[src/rtl/ewc_pkg.sv]
`timescale 1ns/1ps
package ewc_pkg;
  localparam int ADDR_W  = 16;
  localparam int DATA_W  = 8;
  localparam int CFG_W   = 8;
  localparam int LIMIT_W = 3;
  localparam int WS_W    = 2;
  localparam logic [ADDR_W-1:0] EXT_BASE = 16'h1100;

  typedef enum logic [1:0] {
    ST_IDLE    = 2'd0,
    ST_STROBE  = 2'd1,
    ST_RECOVER = 2'd2
  } ewc_state_e;
endpackage

[src/rtl/ewc_cfg_reg.sv]
`timescale 1ns/1ps
module ewc_cfg_reg
  import ewc_pkg::*;
#(
  parameter int P_CFG_W   = CFG_W,
  parameter int P_LIMIT_W = LIMIT_W,
  parameter int P_WS_W    = WS_W
) (
  input  logic                 clk,
  input  logic                 rst_n,
  input  logic                 cfg_we,
  input  logic [P_CFG_W-1:0]   cfg_wdata,
  output logic [P_CFG_W-1:0]   cfg_rdata,
  output logic [P_LIMIT_W-1:0] limit,
  output logic [P_WS_W-1:0]    ws_lo,
  output logic [P_WS_W-1:0]    ws_hi
);
  localparam int USED_W = P_LIMIT_W + 2*P_WS_W;
  localparam int PAD_W  = P_CFG_W - USED_W;

  logic [USED_W-1:0] cfg_q;

  // Only the defined fields are stored; reserved bits have no flops.
  always_ff @(posedge clk or negedge rst_n) begin
    if (!rst_n)      cfg_q <= '0;
    else if (cfg_we) cfg_q <= cfg_wdata[USED_W-1:0];
  end

  generate
    if (PAD_W > 0) begin : g_pad
      assign cfg_rdata = {{PAD_W{1'b0}}, cfg_q};
    end else begin : g_nopad
      assign cfg_rdata = cfg_q;
    end
  endgenerate

  assign limit = cfg_q[USED_W-1 -: P_LIMIT_W];
  assign ws_lo = cfg_q[2*P_WS_W-1 -: P_WS_W];
  assign ws_hi = cfg_q[P_WS_W-1:0];

  AST_CFG_HOLD: assert property (@(posedge clk) disable iff (!rst_n)
    !cfg_we |=> $stable(cfg_rdata));

  AST_CFG_LOAD: assert property (@(posedge clk) disable iff (!rst_n)
    cfg_we |=> cfg_rdata[USED_W-1:0] == $past(cfg_wdata[USED_W-1:0]));
endmodule

[src/rtl/ewc_sector_decode.sv]
`timescale 1ns/1ps
module ewc_sector_decode
  import ewc_pkg::*;
#(
  parameter int                  P_ADDR_W   = ADDR_W,
  parameter int                  P_LIMIT_W  = LIMIT_W,
  parameter int                  P_WS_W     = WS_W,
  parameter logic [P_ADDR_W-1:0] P_EXT_BASE = EXT_BASE
) (
  input  logic [P_ADDR_W-1:0]  addr,
  input  logic [P_LIMIT_W-1:0] limit,
  input  logic [P_WS_W-1:0]    ws_lo,
  input  logic [P_WS_W-1:0]    ws_hi,
  output logic                 is_ext,
  output logic                 in_upper,
  output logic [P_WS_W-1:0]    ws_sel
);
  localparam int LOW_W = P_ADDR_W - P_LIMIT_W;

  logic [P_ADDR_W-1:0] boundary;

  // Boundary code n places the upper sector at n * 2^LOW_W; code 0 yields 0,
  // so every address compares as upper and the lower sector vanishes.
  assign boundary = {limit, {LOW_W{1'b0}}};
  assign is_ext   = (addr >= P_EXT_BASE);
  assign in_upper = (addr >= boundary);
  assign ws_sel   = in_upper ? ws_hi : ws_lo;
endmodule

[src/rtl/ewc_strobe_seq.sv]
`timescale 1ns/1ps
module ewc_strobe_seq
  import ewc_pkg::*;
#(
  parameter int                  P_ADDR_W   = ADDR_W,
  parameter int                  P_DATA_W   = DATA_W,
  parameter int                  P_WS_W     = WS_W,
  parameter logic [P_ADDR_W-1:0] P_EXT_BASE = EXT_BASE
) (
  input  logic                clk,
  input  logic                rst_n,
  input  logic                req_valid,
  input  logic [P_ADDR_W-1:0] req_addr,
  input  logic                req_write,
  input  logic [P_DATA_W-1:0] req_wdata,
  input  logic                is_ext,
  input  logic [P_WS_W-1:0]   ws_sel,
  output logic                req_ready,
  output logic [P_ADDR_W-1:0] bus_addr,
  output logic [P_DATA_W-1:0] bus_wdata,
  input  logic [P_DATA_W-1:0] bus_rdata,
  output logic                bus_rd,
  output logic                bus_wr,
  output logic                rsp_valid,
  output logic [P_DATA_W-1:0] rsp_rdata
);
  localparam logic [P_WS_W-1:0] WS_MAX = '1;
  localparam int                RUN_W  = P_WS_W + 2;

  ewc_state_e          state;
  logic [P_WS_W-1:0]   cnt;
  logic                wr_q, rec_q, rsp_q;
  logic [P_ADDR_W-1:0] addr_q;
  logic [P_DATA_W-1:0] wdata_q, rdata_q;
  logic [P_WS_W-1:0]   extra;
  logic                recover;
  logic                strobe;

  // The top code keeps the longest strobe and adds one recovery cycle.
  always_comb begin
    recover = (ws_sel == WS_MAX);
    extra   = recover ? (WS_MAX - 1'b1) : ws_sel;
  end

  always_ff @(posedge clk or negedge rst_n) begin
    if (!rst_n) begin
      state   <= ST_IDLE;
      cnt     <= '0;
      wr_q    <= 1'b0;
      rec_q   <= 1'b0;
      rsp_q   <= 1'b0;
      addr_q  <= '0;
      wdata_q <= '0;
      rdata_q <= '0;
    end else begin
      rsp_q <= 1'b0;
      case (state)
        ST_IDLE: begin
          if (req_valid && is_ext) begin
            state   <= ST_STROBE;
            addr_q  <= req_addr;
            wdata_q <= req_wdata;
            wr_q    <= req_write;
            cnt     <= extra;
            rec_q   <= recover;
          end
        end
        ST_STROBE: begin
          if (cnt == '0) begin
            rsp_q <= 1'b1;
            if (!wr_q) rdata_q <= bus_rdata;
            state <= rec_q ? ST_RECOVER : ST_IDLE;
          end else begin
            cnt <= cnt - 1'b1;
          end
        end
        ST_RECOVER: state <= ST_IDLE;
        default:    state <= ST_IDLE;
      endcase
    end
  end

  assign req_ready = (state == ST_IDLE);
  assign strobe    = (state == ST_STROBE);
  assign bus_rd    = strobe && !wr_q;
  assign bus_wr    = strobe && wr_q;
  assign bus_addr  = addr_q;
  assign bus_wdata = wdata_q;
  assign rsp_valid = rsp_q;
  assign rsp_rdata = rdata_q;

  // Checker: length of the current strobe run.
  logic [RUN_W-1:0] run_len;
  always_ff @(posedge clk or negedge rst_n) begin
    if (!rst_n)                   run_len <= '0;
    else if (bus_rd || bus_wr)    run_len <= run_len + 1'b1;
    else                          run_len <= '0;
  end

  AST_STROBE_EXCL: assert property (@(posedge clk) disable iff (!rst_n)
    !(bus_rd && bus_wr));
  AST_ADDR_STABLE: assert property (@(posedge clk) disable iff (!rst_n)
    (bus_rd || bus_wr) && $past(bus_rd || bus_wr) |-> $stable(bus_addr));
  AST_EXT_ONLY: assert property (@(posedge clk) disable iff (!rst_n)
    (bus_rd || bus_wr) |-> bus_addr >= P_EXT_BASE);
  AST_STROBE_BOUND: assert property (@(posedge clk) disable iff (!rst_n)
    (bus_rd || bus_wr) |-> run_len < RUN_W'(WS_MAX));
  AST_RSP_PULSE: assert property (@(posedge clk) disable iff (!rst_n)
    rsp_valid |=> !rsp_valid);
  AST_RSP_AFTER_STROBE: assert property (@(posedge clk) disable iff (!rst_n)
    rsp_valid |-> $past(bus_rd || bus_wr));
  AST_BUSY_NOT_READY: assert property (@(posedge clk) disable iff (!rst_n)
    (bus_rd || bus_wr) |-> !req_ready);
endmodule

[src/rtl/ext_wait_ctrl.sv]
`timescale 1ns/1ps
module ext_wait_ctrl
  import ewc_pkg::*;
(
  input  logic              clk,
  input  logic              rst_n,
  input  logic              cfg_we,
  input  logic [CFG_W-1:0]  cfg_wdata,
  output logic [CFG_W-1:0]  cfg_rdata,
  input  logic              req_valid,
  output logic              req_ready,
  input  logic [ADDR_W-1:0] req_addr,
  input  logic              req_write,
  input  logic [DATA_W-1:0] req_wdata,
  output logic              rsp_valid,
  output logic [DATA_W-1:0] rsp_rdata,
  output logic [ADDR_W-1:0] bus_addr,
  output logic [DATA_W-1:0] bus_wdata,
  input  logic [DATA_W-1:0] bus_rdata,
  output logic              bus_rd,
  output logic              bus_wr
);
  logic [LIMIT_W-1:0] limit;
  logic [WS_W-1:0]    ws_lo, ws_hi, ws_sel;
  logic               is_ext, in_upper;

  ewc_cfg_reg #(
    .P_CFG_W(CFG_W), .P_LIMIT_W(LIMIT_W), .P_WS_W(WS_W)
  ) u_cfg (
    .clk(clk), .rst_n(rst_n), .cfg_we(cfg_we), .cfg_wdata(cfg_wdata),
    .cfg_rdata(cfg_rdata), .limit(limit), .ws_lo(ws_lo), .ws_hi(ws_hi)
  );

  ewc_sector_decode #(
    .P_ADDR_W(ADDR_W), .P_LIMIT_W(LIMIT_W), .P_WS_W(WS_W), .P_EXT_BASE(EXT_BASE)
  ) u_dec (
    .addr(req_addr), .limit(limit), .ws_lo(ws_lo), .ws_hi(ws_hi),
    .is_ext(is_ext), .in_upper(in_upper), .ws_sel(ws_sel)
  );

  ewc_strobe_seq #(
    .P_ADDR_W(ADDR_W), .P_DATA_W(DATA_W), .P_WS_W(WS_W), .P_EXT_BASE(EXT_BASE)
  ) u_seq (
    .clk(clk), .rst_n(rst_n), .req_valid(req_valid), .req_addr(req_addr),
    .req_write(req_write), .req_wdata(req_wdata), .is_ext(is_ext),
    .ws_sel(ws_sel), .req_ready(req_ready), .bus_addr(bus_addr),
    .bus_wdata(bus_wdata), .bus_rdata(bus_rdata), .bus_rd(bus_rd),
    .bus_wr(bus_wr), .rsp_valid(rsp_valid), .rsp_rdata(rsp_rdata)
  );

  AST_SECTOR_CODE0: assert property (@(posedge clk) disable iff (!rst_n)
    (limit == '0) |-> (in_upper && ws_sel == ws_hi));
endmodule

[config.mk]
export PLATFORM = sky130hd
export DESIGN_NAME = ext_wait_ctrl
export DESIGN_NICKNAME = d
export VERILOG_FILES = /design/src/rtl/ewc_pkg.sv /design/src/rtl/ewc_cfg_reg.sv /design/src/rtl/ewc_sector_decode.sv /design/src/rtl/ewc_strobe_seq.sv /design/src/rtl/ext_wait_ctrl.sv
export SDC_FILE = /design/constraint.sdc
export NUM_CORES = 1
export LEC_CHECK = 0
export ABC_AREA = 1
export BUFFER_PORTS_ARGS = -buffer_cell sky130_fd_sc_hd__buf_2
export CELL_PAD_IN_SITES_DETAIL_PLACEMENT = 1
export CELL_PAD_IN_SITES_GLOBAL_PLACEMENT = 2
export CORE_MARGIN = 2
export CORE_UTILIZATION = 27
export CTS_BUF_LIST = sky130_fd_sc_hd__clkbuf_2 sky130_fd_sc_hd__clkbuf_4 sky130_fd_sc_hd__clkbuf_8
export DETAILED_ROUTE_END_ITERATION = 16
export PLACE_DENSITY_LB_ADDON = 0.2
export SLEW_MARGIN = 20
export SYNTH_ARGS = -nofsm -noshare
export SYNTH_HDL_FRONTEND = slang
export SYNTH_HIERARCHICAL = 1
export SYNTH_SLANG_ARGS = --single-unit
[constraint.sdc]
create_clock -name clk -period 2.2 [get_ports clk]
set_input_delay 0.66 -clock clk [delete_from_list [all_inputs] [get_ports clk]]
set_output_delay 0.66 -clock clk [all_outputs]
set_load 0.01 [all_outputs]
# Word-level counts from Yosys, hierarchy flattened
# Cells that the tools add are included.
# Widths: inputs -> output; s select.
[word_totals]
input_bits = 45
mem_bits_ro = 0
wordCells = 40
mem_count = 0
latchBits = 0
mem_bits_rw = 0
out_inout_bits = 44
ff_bits = 46
[classes]
reduce_logical = 11
addsub = 1
n_mul = 0
magnitude_cmp = 2
shifts = 0
div_mod_pow = 0
eq_ne = 5
bitwise_logic = 1
muxes = 11
[op_table]
columns = ["operator", "n"]
rows = [
  ["$ge 16x13->1 const B", 1],
  ["$ge 16x16->1", 1],
  ["$mux 2", 7],
  ["$pmux 2 s2", 2],
  ["$reduce_and 3->1", 2],
  ["$logic_not 2->1", 2],
  ["$ne 2x2->1 const B", 2],
  ["$reduce_and 2->1", 2],
  ["$logic_and 1x1->1", 3],
  ["$eq 2x1->1 const B", 1],
  ["$eq 2x2->1 const B", 1],
  ["$mux 1", 2],
  ["$ne 2x1->1 const B", 1],
  ["$reduce_bool 2->1", 1],
  ["$sub 2x1->2 const B", 1],
  ["$logic_not 1->1", 1],
  ["$not 1->1", 1],
]

# Depth between registers and ports, before layout
# Gate-level depths: netlist (run 1).
[depth]
depth_word = 6
mapped_depth = 17

# Modules after synthesis
# Netlist (run 1), hierarchy kept.
[by_module_without_submodules]
columns = ["module", "area_per_inst_um2", "cells_each", "instances"]
rows = [
  ["ewc_strobe_seq", 1630.3, 185, 1],
  ["ewc_cfg_reg", 332.8, 39, 1],
  ["ewc_sector_decode", 182.7, 35, 1],
]

# Worst setup path after synthesis (run 1)
# OpenSTA, ideal clock, no wires.
[synth_path]
path_kind = "input port to flip-flop"
from = "in req_addr[13]"
to = "reg u_seq.cnt[0]"
path_slack_ns = 0.453
arrival_ns = 1.631
n_path_buf = 0
path_stages = 15
t_required_ns = 2.083
path_cell_list = "inv_1 ha_1 inv_1 nor2_2 nand2_1 nor2_2 nand2_2 nand2_4 nand2_1 nand2_1 nor2_1 nand2_1 nand2_1 nand2_1 nand2_1"
[synth_between]
elab_chain_len = 6
word_cells_on_any_way = 10
cone_classes = "order compare: 2; eq/ne: 2; mux: 4; reduce/logical: 2"
[synth_rtl]
columns = ["element", "line", "rtl"]
rows = [
  ["start, declared", "ext_wait_ctrl.sv:12", "input logic [ADDR_W-1:0] req_addr,"],
  ["$ge 16x16->1", "ewc_sector_decode.sv:26", "assign in_upper = (addr >= boundary);"],
  ["net in_upper", "ext_wait_ctrl.sv:25", "logic is_ext, in_upper;"],
  ["$mux 2", "ewc_sector_decode.sv:27", "assign ws_sel = in_upper ? ws_hi : ws_lo;"],
  ["net ws_sel[1]", "ext_wait_ctrl.sv:24", "logic [WS_W-1:0] ws_lo, ws_hi, ws_sel;"],
  ["$eq 2x2->1", "ewc_strobe_seq.sv:41", "recover = (ws_sel == WS_MAX);"],
  ["$mux 2", "ewc_strobe_seq.sv:42", "extra = recover ? (WS_MAX - 1'b1) : ws_sel;"],
  ["$mux 2", "ewc_strobe_seq.sv:59", "if (req_valid && is_ext) begin"],
  ["$pmux 2 s2", "ewc_strobe_seq.sv:57", "case (state)"],
  ["end signal, assigned", "ewc_strobe_seq.sv:64", "cnt <= extra;"],
  ["end signal, assigned", "ewc_strobe_seq.sv:74", "cnt <= cnt - 1'b1;"],
  ["end, declared", "ewc_strobe_seq.sv:31", "logic [P_WS_W-1:0] cnt;"],
]
# The timed path passes the listed nets, and every way through them passes these cells. The select of a mux whose other input is x is not followed.
# A chain may end at the register's enable or synchronous reset.

# Worst setup path after layout (run 1)
[layout_path]
from = "reg u_seq.state[1]"
to = "out bus_rd"
[layout_between]
elab_chain_len = 2
[layout_rtl]
columns = ["element", "line", "rtl"]
rows = [
  ["start, declared", "ewc_strobe_seq.sv:30", "ewc_state_e state;"],
  ["start signal, assigned", "ewc_strobe_seq.sv:72", "state <= rec_q ? ST_RECOVER : ST_IDLE;"],
  ["$eq 2x1->1", "ewc_strobe_seq.sv:84", "assign strobe = (state == ST_STROBE);"],
  ["$logic_and 1x1->1", "ewc_strobe_seq.sv:85", "assign bus_rd = strobe && !wr_q;"],
  ["end, declared", "ext_wait_ctrl.sv:20", "output logic bus_rd,"],
]
# No other way between the ends.

==> results of run 1 <==
-- worst max-delay path, cell delays in order (launching register included) --
cell                      delay, ns
sky130_fd_sc_hd__dfrtp_1       0.42
sky130_fd_sc_hd__inv_1         0.13
sky130_fd_sc_hd__nand2_2       0.15
sky130_fd_sc_hd__nor2_4        0.13
sky130_fd_sc_hd__buf_2         0.14
-- cells in the mapped netlist --
master                       n
sky130_fd_sc_hd__buf_2       4
sky130_fd_sc_hd__a21oi_1     1
sky130_fd_sc_hd__clkbuf_2    1
sky130_fd_sc_hd__clkbuf_1    2
sky130_fd_sc_hd__nor2_4      3
sky130_fd_sc_hd__nor2_1     10
sky130_fd_sc_hd__nand3_1    40
sky130_fd_sc_hd__nor2_2      2
sky130_fd_sc_hd__o21a_2      1
sky130_fd_sc_hd__nand2_2     4
sky130_fd_sc_hd__buf_6       1
sky130_fd_sc_hd__clkinv_1    1
sky130_fd_sc_hd__o21ai_1     1
sky130_fd_sc_hd__nand2_4     1
sky130_fd_sc_hd__buf_4       9
sky130_fd_sc_hd__inv_1      13
sky130_fd_sc_hd__inv_2       1
sky130_fd_sc_hd__nor3_1      1
sky130_fd_sc_hd__conb_1      1
sky130_fd_sc_hd__ha_1        5
sky130_fd_sc_hd__dfrtp_1    46
sky130_fd_sc_hd__nand2_1   111
-- power breakdown --
part	internal [mW]	switching (mW)
registers	1.21	0.203
clock network	0.266	0.286
logic	0.589	0.927
total	2.06	1.42
-- cell type report --
type / instances / area, um2 / share of cell area [%]
clock buffer: 7 / 90.1 / 3.27
clock inverter: 1 / 5.00 / 0.182
inverter: 15 / 56.3 / 2.05
multi-input combinational: 181 / 827 / 30.0
sequential: 46 / 1150 / 41.8
tap: 102 / 128 / 4.64
timing repair buffer: 93 / 495 / 18.0
-- path summary, 6_finish.rpt --
| path | start | depth (start not counted) | endpoint | slack (ns) |
|---|---|---|---|---|
| min in group clk | u_seq/rsp_rdata[7] | 2 | u_seq/rsp_rdata[7] | 0.47 |
| worst max register to register | u_cfg/cfg_q[6] | 16 | u_seq/cnt[0] | 0.55 |
| worst max-delay path | u_seq/state[1] | 4 | bus_rd | 0.28 |
| max in group asynchronous | rst_n | 2 | u_cfg/cfg_q[5] | 1.64 |
| worst min-delay path | rst_n | 2 | u_seq/bus_addr[12] | 0.32 |
| worst min register to register | u_seq/rsp_rdata[7] | 2 | u_seq/rsp_rdata[7] | 0.47 |
-- routing by layer --
metal,vias up,part of all wire (%),wire [um],track usage [%]
met5,-,0,0,0
met4,0,0.95,53,3.68
met3,4,5.8,325,3.46
met2,51,49,2740,23.3
met1,882,44,2490,17.4
li1,962,-,-,-
-- cells by family after synthesis --
kind of cell	share of synthesized area, %
fa+ha+maj	2.92
flops	53.6
buf+inv	7.81
simple gates	34.6
compound gates	0.874
other cells	0.175
-- flip-flops by register name (all words and copies together) (netlist names) --
register / count
u_cfg/cfg_q: 7
u_seq/bus_addr: 16
u_seq/bus_wdata: 8
u_seq/cnt: 2
u_seq/rec_q: 1
u_seq/rsp_rdata: 8
u_seq/rsp_valid: 1
u_seq/state: 2
u_seq/wr_q: 1
-- through the flow --
step	worst slack (ns)	util (%)
detailed placement	0.168	34.4
CTS	0.242	35.6
global placement	0.210	34.4
finish	0.280	35.6
global route	0.169	35.6
floorplan	0.453	-
==> results.md, run 1 <==
Status:
- The run finished with clean final reports.

Synth:
- After synthesis, the cell types taking the most area are sky130_fd_sc_hd__dfrtp_1 54%, sky130_fd_sc_hd__nand2_1 19%, sky130_fd_sc_hd__nand3_1 9.3%, sky130_fd_sc_hd__buf_4 3.1%, sky130_fd_sc_hd__ha_1 2.9%.
- During synthesis, Yosys emitted a total of 6 warnings.
- The top cell type by total area after synthesis is sky130_fd_sc_hd__dfrtp_1.
- The average instance area after synthesis is 8.28 um2.
- The post-synthesis cell count is roughly 260.
- Of the post-synthesis cell area, the dominant cell type holds 53.6%.
- Synthesis produced a netlist with a net count of 309.
- The synthesized design contains 46 register bits.
- The synthesized netlist occupies a cell area of 2150 um2.
- The sequential share of the synthesized area is 53.6%.
- The number of distinct library cells after synthesis is 22.

Setup path:
- The worst setup path is launched from a flip-flop.
- Data on the critical path arrives at its endpoint at 1.26 ns.
- The start-to-end type of the worst setup path is reg -> out.
- The required arrival time at the worst endpoint is 1.54 ns.
- The nature of the critical path endpoint is an output pin.
- Of all nets on the critical path, the largest fanout is 6.

Floorplan:
- The region available for standard cell placement spans 7730 um2.
- The number of placement rows is 32.
- Pin placement for this block handled 89 I/O pins.
- From bottom edge to top edge, the die measures 93.2 um.
- For this configuration, the core starts out at a cell density of 27.8%.
- The floorplan step defined a die boundary enclosing 8680 um2.
- The die is roughly 93 um wide.

Timing:
- For the finished layout, the period the worst path requires is 1.92 ns.
- Adding up every negative setup slack in the final design gives 0 ns.
- Setup violations remaining at the end of the flow were counted as 0.
- The maximum clock rate is 0.521 GHz.
- The clock skew is 0.00278 ns.
- In the finished design, the share of the clock period the worst path needs comes to between 80% and 90%.
- The final hold slack is roughly 0.32 ns.
- Setup repair after global routing left no endpoint under its margin.
- The count of endpoints failing hold in the final timing report is 0.
- The number of pins exceeding their max-slew limit in the final report came to 0.

Finish:
- The top cell types in the final layout, fill and taps aside, are 111 x sky130_fd_sc_hd__nand2_1, 86 x sky130_fd_sc_hd__buf_2, 46 x sky130_fd_sc_hd__dfrtp_1.
- For this run, the number of standard cells in the final layout without fillers is 445.
- Fill cells in the final layout number slightly below 1000.
- The fraction of final layout cells sized beyond drive strength 1 is 32.9%.
- The cell area after layout is 2750 um2.
- After the last flow step, the layout net total stands at between 300 and 400.
- 0 antenna diodes ended up in the layout.
- The most frequent standard cell in the layout excluding fill and tap cells is sky130_fd_sc_hd__nand2_1.
- The signed area change from the synthesized netlist to the final layout is 28.3%.

Drt:
- The via density per instance is between 4 and 5.
- The total iterations of the first detailed-routing run is 4.
- For this run, design rule violations remaining after detail routing come to 0.
- After the first detailed-routing iteration, the DRC count stood at 58.
- Summed over all layers, the routed wires come to 5600 um.
- The via count is 1899.
- The post-detailed-route wirelength per cell is 12.6 um.
- In this run the remaining antenna-violating nets after routing total 0.

Flow run:
- The max-capacitance violation count is 0.

Power and ir drop:
- Summing internal, switching and leakage power gives ~3.5 mW.
- Across the VDD grid, the largest voltage drop is between 300 and 400 uV.
- The areal power density over the cells is 1260 nW/um2.
- The static leakage is about 1.6 nW.

Global routing:
- The global-route usage over all layers is 13.7%.
- The via count of the first global-routing pass is 1881.
- The initial antenna violation count is 0.
- The total congestion overflow is 0.
- The largest net degree at the start of global routing is 47.
- The first global-routing pass estimated 9240 um of wire.

Clock tree:
- Buffers inserted during clock tree synthesis total 5.
- The post-cts resize count is 0.
- The worst-case clock buffer depth is 2.
- After clock tree synthesis, the clock-pin slew on the worst setup and hold paths is 0.08 ns.
- The TritonCTS clock tree is yes.
- Once the clock tree was built, the setup fixing pass inserted 0 buffers.
- The tree is rooted in a sky130_fd_sc_hd__clkbuf_8.
- The post-cts hold buffer count is 0.
- The worst-skew pair later-pin latency is 0.29 ns.
- The maximum level of the CTS H-tree is 2.
- The number of clock sinks seen by CTS is 46.

Hold path:
- The min-delay analysis places its worst path in the category in -> async.

Placement:
- In this run the cell area measured after placement is around 2700 um2.
- Summed over all nets, the half-perimeter wirelength after detailed placement is 4170 um.
- The total of buffers placed on input and output ports is 86.
- The number of placed instances, taps included, is 437.
- The congestion estimate from routability-driven global placement came to approximately 0.69.
(Power assumes the default switching activity.)
==> run 2: changes to the inputs <==
--- a/config.mk
+++ b/config.mk
@@ -10,7 +10,7 @@
 export CELL_PAD_IN_SITES_DETAIL_PLACEMENT = 1
 export CELL_PAD_IN_SITES_GLOBAL_PLACEMENT = 2
 export CORE_MARGIN = 2
-export CORE_UTILIZATION = 27
+export CORE_UTILIZATION = 24
 export CTS_BUF_LIST = sky130_fd_sc_hd__clkbuf_2 sky130_fd_sc_hd__clkbuf_4 sky130_fd_sc_hd__clkbuf_8
 export DETAILED_ROUTE_END_ITERATION = 16
 export PLACE_DENSITY_LB_ADDON = 0.2
==> constraint.sdc (replaced) <==
create_clock -name clk -period 1.6 [get_ports clk]
set_input_delay 0.48 -clock clk [delete_from_list [all_inputs] [get_ports clk]]
set_output_delay 0.48 -clock clk [all_outputs]
set_load 0.01 [all_outputs]
==> run 2 against run 1 <==
Net effect: worst setup slack worse by 0.25 ns; highest routed layer unchanged; via count increased by 3.2%; critical path depth is 1 lower; critical path type unchanged; routed wire length is 5.1% higher; final area up 7.4%; register-to-register slack got worse by 0.52 ns; sequential share of layout area shrank 2.8 points; combinational power is 51% higher; power grew 44%.
==> results.md, run 2 (synthesis gave the netlist of run 1 again) <==
Finish:
- The number of antenna diodes in the final layout is 0.
- The cell area after layout is slightly below 3000 um2.
- The flip-flop count of the largest register after layout is 16.
- The register area is between 1000 and 1500 um2.
- The signed area change from the synthesized netlist to the final layout is 37.8%.
- The fraction of final layout cells sized beyond drive strength 1 is 39.0%.
- The net total in the final layout is 411.
- Once layout is complete, the utilization of the core stands at 34.1%.
- In the layout the commonest cells are 108 x sky130_fd_sc_hd__nand2_1, 82 x sky130_fd_sc_hd__buf_2, 45 x sky130_fd_sc_hd__dfrtp_1.
- The number of non-filler instances in the completed layout is 470.
- The combined area of the multi-input logic cells is 855 um2.
- The most frequent standard cell in the layout excluding fill and tap cells is sky130_fd_sc_hd__nand2_1.
- The fill cell total of the finished layout is about 1100.

Power and ir drop:
- After layout, the design draws a total of ~5 mW.
- The power share of the sequential group is 39.0%.
- The logic gate share of total power is 45.8%.
- The internal portion of total power is 3.00 mW.
- The switching fraction of total power is about two fifths.
- The analysis attributes to cell leakage a power of about 1.7 nW.
- Per report_power, the clock group accounts for 15.2% of the total.
- The worst-case IR drop observed on VDD is between 400 and 500 uV.
- In this run the power density over the cells is around 1700 nW/um2.
- The analysis attributes to net switching a power of approximately 2 mW.

Global routing:
- The global-route usage over all layers is 12.4%.
- Global routing consumed, on the met2 layer, 19.5% of the routing resources.
- The largest net degree at the start of global routing is 47.
- The via count of the first global-routing pass is 1900.
- The first-pass GRT wire length is roughly 9600 um.
- The peak-usage layer in the global routing report is met2.
- Global routing consumed, on the met3 layer, 3.12% of the routing resources.
- Global routing finished with a remaining overflow of 0.
- The initial antenna violation count is 0.
- For this run, global-route usage on met1 was measured as 16.8%.

Floorplan:
- The die is 98.6 um wide.
- For this design the top-level I/O count stands at 89.
- The core area is 8680 um2.
- The number of placement rows is 34.
- The initial standard-cell utilization of the core is around a quarter.
- The die covers 9710 um2.
- The vertical die dimension is 98.6 um.

Hold path:
- The path class of the tightest hold or removal check is in -> async.

Placement:
- Summing all placed instances gives a cell area of 2740 um2.
- In this run the tool buffered the top-level ports with 86 buffer cells.
- At the end of routability-driven placement, the weighted congestion stood at 0.694.
- Summed over all nets, the half-perimeter wirelength after detailed placement is between 4000 and 5000 um.
- The worst-case setup slack after placement is -0.222 ns.
- The count of placed standard cells including taps is 453.

Clock tree:
- The number of clock sinks seen by CTS is 46.
- The tree is rooted in a sky130_fd_sc_hd__clkbuf_8.
- The worst-case clock buffer depth is 2.
- TritonCTS built the clock tree.
- The worst-skew pair later-pin latency is 0.30 ns.
- The clock transition at the registers of the reported paths is ~0.090 ns.
- The number of clock buffers added by TritonCTS is 5.
- The H-tree generated during clock tree synthesis spans 2 levels.

Timing:
- The final-layout setup total negative slack is 0 ns.
- On the final layout, the worst clock skew is approximately 0.0080 ns.
- Static timing analysis puts the maximum clock frequency at 0.637 GHz.
- The number of pins exceeding their max-slew limit in the final report is 0.
- Of the available clock period, the critical path in the final layout requires 98.1%.
- The clock period minus final worst setup slack is 1.57 ns.
- The final hold slack is about 0.15 ns.
- The count of endpoints failing hold in the final timing report came to 0.
- In the post-route analysis, the smallest setup slack over all paths is 0.0308 ns.
- Setup violations remaining at the end of the flow were counted as 0.
- Setup repair after global routing could not meet its margin everywhere.

Setup path:
- The buffers plus inverters on the worst setup path is 2.
- The signal on the critical path passes through buf_4, nor2_4, buf_6.
- The highest-delay cell along the critical path is sky130_fd_sc_hd__dfrtp_1.
- The worst setup path is captured at an output pin.
- At the worst endpoint, the required time is 1.12 ns.
- Of all nets on the critical path, the largest fanout is 2.
- The kind of cell with the highest combined delay along the critical path is flip-flops.
- The worst setup path is launched from a flip-flop.
- At the worst endpoint, the arrival time is 1.09 ns.
- The largest single stage delay on the critical path is 0.40 ns.
- The critical path is of the reg -> out type.

Drt:
- The detailed router finished its first iteration with 40 violations.
- In the routed design, unresolved DRC markers number 0.
- Dividing the detail-routed wire length by the instance count gives 12.5 um.
- The routed layout has slightly below 2000 vias.
- The total iterations of the first detailed-routing run is 4.
- The total detailed-routing wirelength is between 5000 and 6000 um.
- The remaining antenna violation count is 0.
- The via density per instance is 4.17.

Flow run:
- The max-capacitance violation count is 0.

Status:
- The flow ran to the end, and the final reports show no timing, DRC or antenna violations.
## run 2: cell types whose count changed in the layout (fill, tap and decap cells not counted), sizes merged
cell / delta
buf: +19
## run 2: final cells by class
type                            count  area share [%]
Sequential cell                    46            39.0
Multi-Input combinational cell    181            28.9
Timing Repair Buffer              112            22.4
Tap cell                          108            4.57
Clock buffer                        7            3.05
Inverter                           15            1.90
Clock inverter                      1           0.169
## run 2: worst paths after layout
path	slack, ns	endpoint	depth (start not counted)	startpoint
worst max-delay path	0.03	req_ready	3	u_seq/state[1]
worst min-delay path	0.15	u_seq/bus_addr[2]	2	rst_n
worst min register to register	0.47	u_seq/bus_addr[15]	2	u_seq/bus_addr[15]
min in group clk	0.37	u_cfg/cfg_q[5]	3	cfg_wdata[5]
max in group asynchronous	1.21	u_seq/state[0]	2	rst_n
worst max register to register	0.03	u_seq/cnt[0]	15	u_cfg/cfg_q[5]
## run 2: what timing repair did
action | 4_1_cts | 5_1_grt
resized for setup | 7 | 7
endpoints found under the setup margin | 4 | 7
hold buffers | 0 | 0
buffers inserted | 4 | 5
pin swaps | 2 | 1
## run 2: layer usage
| layer | up-vias | routed length, um |
|---|---|---|
| li1 | 1000 | - |
| met1 | 898 | 2710 |
| met3 | 5 | 346 |
| met2 | 56 | 2770 |
| met4 | 0 | 66 |
| met5 | - | 0 |
## run 2: power by group through the flow
stage | combinational (mW) | clock (mW) | sequential (mW)
floorplan | 1.02 | 0 | 2.17
global placement | 2.15 | 0 | 1.96
detailed placement | 2.18 | 0 | 1.97
CTS | 2.27 | 0.814 | 1.96
global route | 2.58 | 0.854 | 2.01
finish | 2.29 | 0.761 | 1.95
==> run 3: changes to the inputs <==
--- a/config.mk
+++ b/config.mk
@@ -14,6 +14,7 @@
 export CTS_BUF_LIST = sky130_fd_sc_hd__clkbuf_2 sky130_fd_sc_hd__clkbuf_4 sky130_fd_sc_hd__clkbuf_8
 export DETAILED_ROUTE_END_ITERATION = 16
 export PLACE_DENSITY_LB_ADDON = 0.2
+export REMOVE_ABC_BUFFERS = 1
 export SLEW_MARGIN = 20
 export SYNTH_ARGS = -nofsm -noshare
 export SYNTH_HDL_FRONTEND = slang
==> run 3 against run 2 <==
Net effect: first-iteration DRC count rose by 7.5%; cell count is 0.21% lower; clock power grew 43%; largest power group unchanged; fmax is 1.2% lower; combinational power about the same.
==> results.md, run 3 (synthesis gave the netlist of run 1 again) <==
Power and ir drop:
- The internal portion of total power is roughly 3.3 mW.
- For this design the static power due to leakage is between 1.5 and 2 nW.
- In this run the power density over the cells is around 1800 nW/um2.
- The maximum resistive drop on vdd is between 400 and 500 uV.
- Per report_power, the sequential group accounts for 36.8% of the total.
- Per report_power, the clock group accounts for between 20% and 30% of the total.
- The logic gate share of total power is 42.7%.
- The net switching component of the power is 2.03 mW.
- The total power draw is 5.29 mW.
- The switching fraction of total power is a little under two fifths.

Timing:
- Summed over all failing endpoints, the final setup total negative slack is 0 ns.
- Setup repair after global routing could not meet its margin everywhere.
- The number of pins exceeding their max-slew limit in the final report came to 0.
- The smallest clock period supported by the final layout is computed as between 1.5 and 2 ns.
- Across all hold checks on the routed design, the worst slack comes to between 0.1 and 0.15 ns.
- The ratio of final minimum period to clock period is 99.3%.
- The clock skew is a little over 0.007 ns.
- The worst setup margin is 0.0117 ns.
- The total of endpoints with negative setup slack in the final report is 0.
- The count of endpoints failing hold in the final timing report is 0.
- The maximum clock rate is 0.630 GHz.

Floorplan:
- The vertical die dimension is about 100 um.
- Pin placement for this block handled 89 I/O pins.
- The area of the die is 9710 um2.
- The number of placement rows is 34.
- The core area is between 8000 and 9000 um2.
- The die boundary width is between 90 and 100 um.
- Once the floorplan was initialized, standard cells occupied around 25% of the core.

Placement:
- The total of buffers placed on input and output ports is between 80 and 90.
- Timing analysis after detailed placement gives a worst setup slack of -0.237 ns.
- The congestion estimate from routability-driven global placement came to ~0.67.
- The final HPWL from detailed placement is 4320 um.

Setup path:
- Data on the critical path arrives at its endpoint at 1.83 ns.
- Of all nets on the critical path, the largest fanout is 3.
- The start-to-end type of the worst setup path is reg -> reg.
- STA classifies the critical path startpoint as a flip-flop.
- The nature of the critical path endpoint is a flip-flop.
- The setup check on the worst reg-to-reg path leaves a slack of 0.01 ns.
- The capture point of the worst reg-to-reg path is u_seq/cnt[0].
- In this run the critical register-to-register path is launched from u_cfg/cfg_q[4].
- The required arrival time at the worst endpoint is 1.84 ns.
- Tracing the worst setup path back leads to its startpoint at u_cfg/cfg_q[4].
- Measured in cells, the most critical reg-to-reg path has a length of 15.

Drt:
- The via count is 1994.
- After detailed routing, the average wire length per cell comes to 12.8 um.
- For this block, the initial DRC count from the detailed router was between 40 and 50.
- The via density per instance is ~4.3.
- For this run, design rule violations remaining after detail routing come to 0.
- The total detailed-routing wirelength is 5990 um.
- The total iterations of the first detailed-routing run is 4.
- The remaining antenna violation count is 0.

Finish:
- The signed area change from the synthesized netlist to the final layout is 39.9%.
- The flip-flop count of the largest register after layout is 16.
- The post-route core utilization is 34.6%.
- 0 antenna diodes ended up in the layout.
- After the last flow step, the layout net total stands at 410.
- Leaving out fill and tap cells, the most frequent cells in the layout are 107 x sky130_fd_sc_hd__nand2_1, 84 x sky130_fd_sc_hd__buf_2, 45 x sky130_fd_sc_hd__dfrtp_1.
- In the final layout, the share of cells above drive strength 1 is 39.9%.
- The most frequent standard cell in the layout excluding fill and tap cells is sky130_fd_sc_hd__nand2_1.

Clock tree:
- The worst-skew pair later-pin latency is 0.30 ns.
- The H-tree was split into 2 levels.
- The number of CTS-inserted buffers is 5.
- The TritonCTS clock tree is yes.
- The longest clock path from root to sink contains 2 buffers.
- After clock tree synthesis, the clock-pin slew on the worst setup and hold paths is 0.10 ns.
- The cell sitting at the root of the clock tree is a sky130_fd_sc_hd__clkbuf_8.
- The number of clock sinks seen by CTS is 46.
- The number of hold buffers added after CTS was 0.

Global routing:
- Entering global routing, the biggest net connects 47 pins.
- Global routing used 12.8% of the available tracks.
- The total congestion overflow is 0.
- The initial antenna violation count came to 0.
- The first global-routing pass estimated 10100 um of wire.
- The via count of the first global-routing pass is 2106.

Flow run:
- The max-capacitance violation count is 0.

Hold path:
- The tightest min-delay check is of the in -> async type.

Status:
- The flow ran to the end, and the final reports show no timing, DRC or antenna violations.
[run 3: changes by cell type in the layout (fill, tap and decap cells not counted), sizes merged]
cell	before	now
bufinv	0	2
buf	112	111
clkbuf	7	6
clkinv	2	1
[run 3: layer usage]
metal  vias up  wire (um)  GRT usage (%)
met4         0         51           3.48
met2        55       2890           21.9
met5         -          0              0
met1       940       2690           16.2
li1        994          -              -
met3         5        371           3.19
[run 3: worst max-delay path by stage]
| stage | depth (start not counted) | endpoint | slack (ns) |
|---|---|---|---|
| floorplan | 10 | u_seq/cnt[0] | -0.59 |
| global placement | 15 | u_seq/cnt[0] | -0.20 |
| detailed placement | 15 | u_seq/cnt[0] | -0.24 |
| CTS | 16 | u_seq/cnt[0] | 0.002 |
| global route | 15 | u_seq/cnt[0] | -0.16 |
| finish | 15 | u_seq/cnt[0] | 0.01 |
[run 3: per-stage QoR]
stage | instances | cell area, um2
floorplan | 242 | 2030
global placement | 454 | 2750
detailed placement | 454 | 2750
CTS | 466 | 2940
global route | 469 | 3000
finish | 469 | 3000
[run 3: worst max-delay path, stage by stage, from the launching register on]
cell and delay, ns:
sky130_fd_sc_hd__dfrtp_1 0.39, sky130_fd_sc_hd__ha_1 0.27, sky130_fd_sc_hd__inv_1 0.04, sky130_fd_sc_hd__nor2_2 0.06, sky130_fd_sc_hd__nand2_1 0.06, sky130_fd_sc_hd__nor2_2 0.11, sky130_fd_sc_hd__nand2_2 0.09, sky130_fd_sc_hd__nand2_4 0.08
sky130_fd_sc_hd__nand2_2 0.04, sky130_fd_sc_hd__nand2_2 0.07, sky130_fd_sc_hd__inv_2 0.03, sky130_fd_sc_hd__nor2_2 0.08, sky130_fd_sc_hd__nand2_1 0.05, sky130_fd_sc_hd__nand2_1 0.05, sky130_fd_sc_hd__nand2_1 0.04, sky130_fd_sc_hd__nand2_1 0.05
[run 3: timing repair]
item / in CTS / in global routing
buffers inserted: 4 / 3
setup endpoints to repair: 3 / 6
gates resized for setup: 6 / 11
pin swaps: 1 / 11
endpoints found under the hold margin: 0 / 0
[run 3: final cells by class]
cell class / instances / area (um2)
fill: 1093 / 5680
sequential: 46 / 1150
clock inverter: 2 / 60.1
timing repair buffer: 111 / 643
multi-input combinational: 181 / 872
inverter: 15 / 56.3
clock buffer: 6 / 82.6
tap: 108 / 135
[run 3: power groups by stage]
stage,sequential [mW],clock (mW),combinational [mW]
6_report,1.94,1.09,2.26
5_1_grt,2.01,1.17,2.56
4_1_cts,1.95,1.12,2.26
3_5_place_dp,1.96,0,2.20
3_3_place_gp,1.95,0,2.16
2_1_floorplan,2.17,0,0.947
